==> src/rtl/shifter1_pkg.sv <==
package shifter1_pkg;

  typedef enum logic [1:0] {
    SH_DOWN  = 2'b00,
    SH_PASS  = 2'b01,
    SH_UP    = 2'b10,
    SH_CLEAR = 2'b11
  } shift_sel_e;

endpackage

==> src/rtl/shifter1_stage.sv <==
module shifter1_stage
  import shifter1_pkg::*;
(
  input  shift_sel_e sel,
  input  logic       from_hi,
  input  logic       own,
  input  logic       from_lo,
  output logic       y
);

  always_comb begin
    unique case (sel)
      SH_DOWN:  y = from_hi;
      SH_PASS:  y = own;
      SH_UP:    y = from_lo;
      default:  y = 1'b0;
    endcase
  end

endmodule

==> src/rtl/shifter1_fill.sv <==
module shifter1_fill
  import shifter1_pkg::*;
#(
  parameter int W = 8
) (
  input  logic [W-1:0] opnd_i,
  input  logic [1:0]   sel_i,
  input  logic         fill_msb_i,
  input  logic         fill_lsb_i,
  output logic [W-1:0] result_o,
  output logic         spill_lo_o,
  output logic         spill_hi_o
);

  localparam int TOP = W - 1;

  shift_sel_e sel_e;
  // Operand widened by one bit at each end so every stage sees two neighbours.
  logic [W+1:0] ext;

  assign sel_e = shift_sel_e'(sel_i);
  assign ext   = {fill_msb_i, opnd_i, fill_lsb_i};

  for (genvar i = 0; i < W; i++) begin : g_stage
    shifter1_stage u_stage (
      .sel     (sel_e),
      .from_hi (ext[i+2]),
      .own     (ext[i+1]),
      .from_lo (ext[i]),
      .y       (result_o[i])
    );
  end

  assign spill_lo_o = opnd_i[0];
  assign spill_hi_o = opnd_i[TOP];

endmodule

==> config.mk <==
export PLATFORM = sky130hd
export DESIGN_NAME = shifter1_fill
export DESIGN_NICKNAME = d
export VERILOG_FILES = /design/src/rtl/shifter1_pkg.sv /design/src/rtl/shifter1_stage.sv /design/src/rtl/shifter1_fill.sv
export SDC_FILE = /design/constraint.sdc
export NUM_CORES = 1
export LEC_CHECK = 0
export ABC_AREA = 1
export BUFFER_PORTS_ARGS = -buffer_cell sky130_fd_sc_hd__buf_2
export CAP_MARGIN = 10
export CORE_AREA = 8 8 45 47
export DETAILED_ROUTE_END_ITERATION = 16
export DIE_AREA = 0 0 53 55
export PLACE_DENSITY_LB_ADDON = 0.15
export SLEW_MARGIN = 20
export SYNTH_ARGS = -nofsm -noshare
export SYNTH_HDL_FRONTEND = slang
export SYNTH_HIERARCHICAL = 1
export SYNTH_SLANG_ARGS = --single-unit
==> constraint.sdc <==
create_clock -name vclk -period 1.15
set_clock_uncertainty 0.2 [all_clocks]
set_input_delay 0.115 -clock vclk [all_inputs]
set_output_delay 0.115 -clock vclk [all_outputs]
set_load 0.02 [all_outputs]
==> impl_metrics.ini <==
[cells_and_area]
final_common_cell = nand3_1
regArea_um2 = 0
diodes = 0
numSequentialCells = 0
final_cells = 86
final_cell_mix = 32 x nand3_1, 20 x buf_2, 16 x inv_1
drive_above_1_share = 0.314
fillers = 163
areaGrowthSynthToFinish_pct = 51.1
nClkBuffers = 0
fin_nets = 84

[global_route]
grt_pass1_wl_um = 1370
overflow = 0
gr-usage-all-layers = 0.0545
antenna_found_initial = 0
grt_pass1_vias = 360
grt_max_degree = 17

[detailed_routing]
routedWlPerCell_um = 9.58
drcViolationCount = 0
wl_um = 824
drt-initial-drc-count = 7
vias = 376
dr.pass1.iters = 4
via_per_inst = 4.37
ant_nets = 0

[synth]
synth_compound_area_frac = 0
synthSimpleGateAreaFrac = 0.681
ys_warn_count = 6
syn_area_per_cell_um2 = 4.70
synthXorXnorAreaFrac = 0
synth_top_family_by_area = simple AND/OR/NAND/NOR gates
synth_cell_types = 3
synth_adder_area_share = 0
syn_nets = 62
ys_seq_area_frac = 0
muxShareOfSynthArea = 0
syn_inst = 50
synth_area_um2 = 235

[die]
core_area_um2 = 1380
die-area_um2 = 2920
ioPinCount = 22
die_h_um = 55
dieWidth_um = 53
std_cell_rows = 14
start_util = 0.170

[timing]
drv_slew = 0
fmax_mhz = 975
finalHoldViolCount = 0
fin_crit_sh = 0.891
max_slew_margin = 0.887
rsz0062_at_grt = false
setup_tns_ns = 0
worst_slew_pin_slew_ns = 0.169
min_period_ns = 1.03
setup_viol = 0
hold-worst-slack_ns = 0.290

[worst_setup_path]
cp_data_required_time_ns = 0.83
crit_arrival_ns = 0.71
startpoint = sel_i[0]
slowest_stage = clkbuf_4
crit_type = in -> out
cp_cell_sequence = clkbuf_4 -> inv_1 -> nand3_1 -> nand3_1 -> buf_2
path_common_cell = nand3_1
crit_end = result_o[7]
start_kind = primary input
crit_path_max_incr_delay_ns = 0.19
end_kind = output pin
crit_fanout = 16

[pwr]
power_density_nw_per_um2 = 443
max-vdd-ir-drop_v = 0.000144
p_int_uw = 57.0
p_leak_uw = 0.000242
swShare = 0.638
comb_power_share = 1.000
clock_power_share = 0
seqPwrFrac = 0
p_sw_uw = 100

[clock_tree]
postCtsHoldBufs = 0

[placement]
dp_hpwl_um = 688
gp_congestion = 0.624
place_inst = 86
port_buffers = 22

[status]
status = complete, no violations

[worst_hold_path]
min-delay-path-class = in -> out

[job]
cap_violations = 0
[worst min-delay path by stage]
stage,from,slack [ns],to,depth (start not counted)
6_report,opnd_i[7],0.29,spill_hi_o,2
2_1_floorplan,opnd_i[7],0.14,spill_hi_o,1
5_1_grt,opnd_i[7],0.30,spill_hi_o,2
3_5_place_dp,opnd_i[0],0.29,spill_lo_o,2
3_3_place_gp,opnd_i[0],0.30,spill_lo_o,2
4_1_cts,opnd_i[0],0.29,spill_lo_o,2
[cells by family (layout without fill, tap and decap cells)]
| kind of cell | count (synthesis) | after routing |
|---|---|---|
| and+or+nand+nor | 32 | 32 |
| buffers and inverters | 18 | 38 |
[power by group through the flow]
stage	Clock (µW)	Sequential (µW)	Combinational, µW
after floorplan	0	0	89.3
after global placement	0	0	158
after detailed placement	0	0	157
after CTS	0	0	158
after global routing	0	0	175
final	0	0	157
[repair_timing]
item | 4_1_cts | 5_1_grt
gates resized for setup | 0 | 2
endpoints found under the setup margin | 0 | 5
setup buffers | 0 | 0
[layer usage]
layer / wire length, µm / share of wire / up-vias / GRT usage
met5: 0 / 0 / - / 0
met4: 0 / 0 / 0 / 0
met3: 48 / 0.058 / 0 / 0.00802
met2: 349 / 0.42 / 14 / 0.0977
met1: 426 / 0.52 / 158 / 0.0709
li1: - / - / 204 / -
[cell type report]
class	instances	area, µm²	share of cell area
inverter	16	60.1	0.169
multi-input combinational	32	160	0.451
tap	16	20.0	0.0563
timing repair buffer	22	115	0.324
[cell usage after synthesis]
cell / number / share of area
buf_4: 2 / 0.064
nand3_1: 32 / 0.68
inv_1: 16 / 0.26
[through the flow]
stage	power [µW]	setup WS, ns	cell area, µm²	utilization
after floorplan	89.3	0.424	235	-
after global placement	158	0.0513	350	0.253
after detailed placement	157	0.0578	350	0.253
after CTS	158	0.0545	350	0.253
after global routing	175	0.0319	355	0.257
final	157	0.125	355	0.257
[worst max-delay path: cells and delay by family]
family                 cells  cell delay (ns)
buffers and inverters      3             0.45
and+or+nand+nor            2             0.15
(Power assumes the default switching activity.)
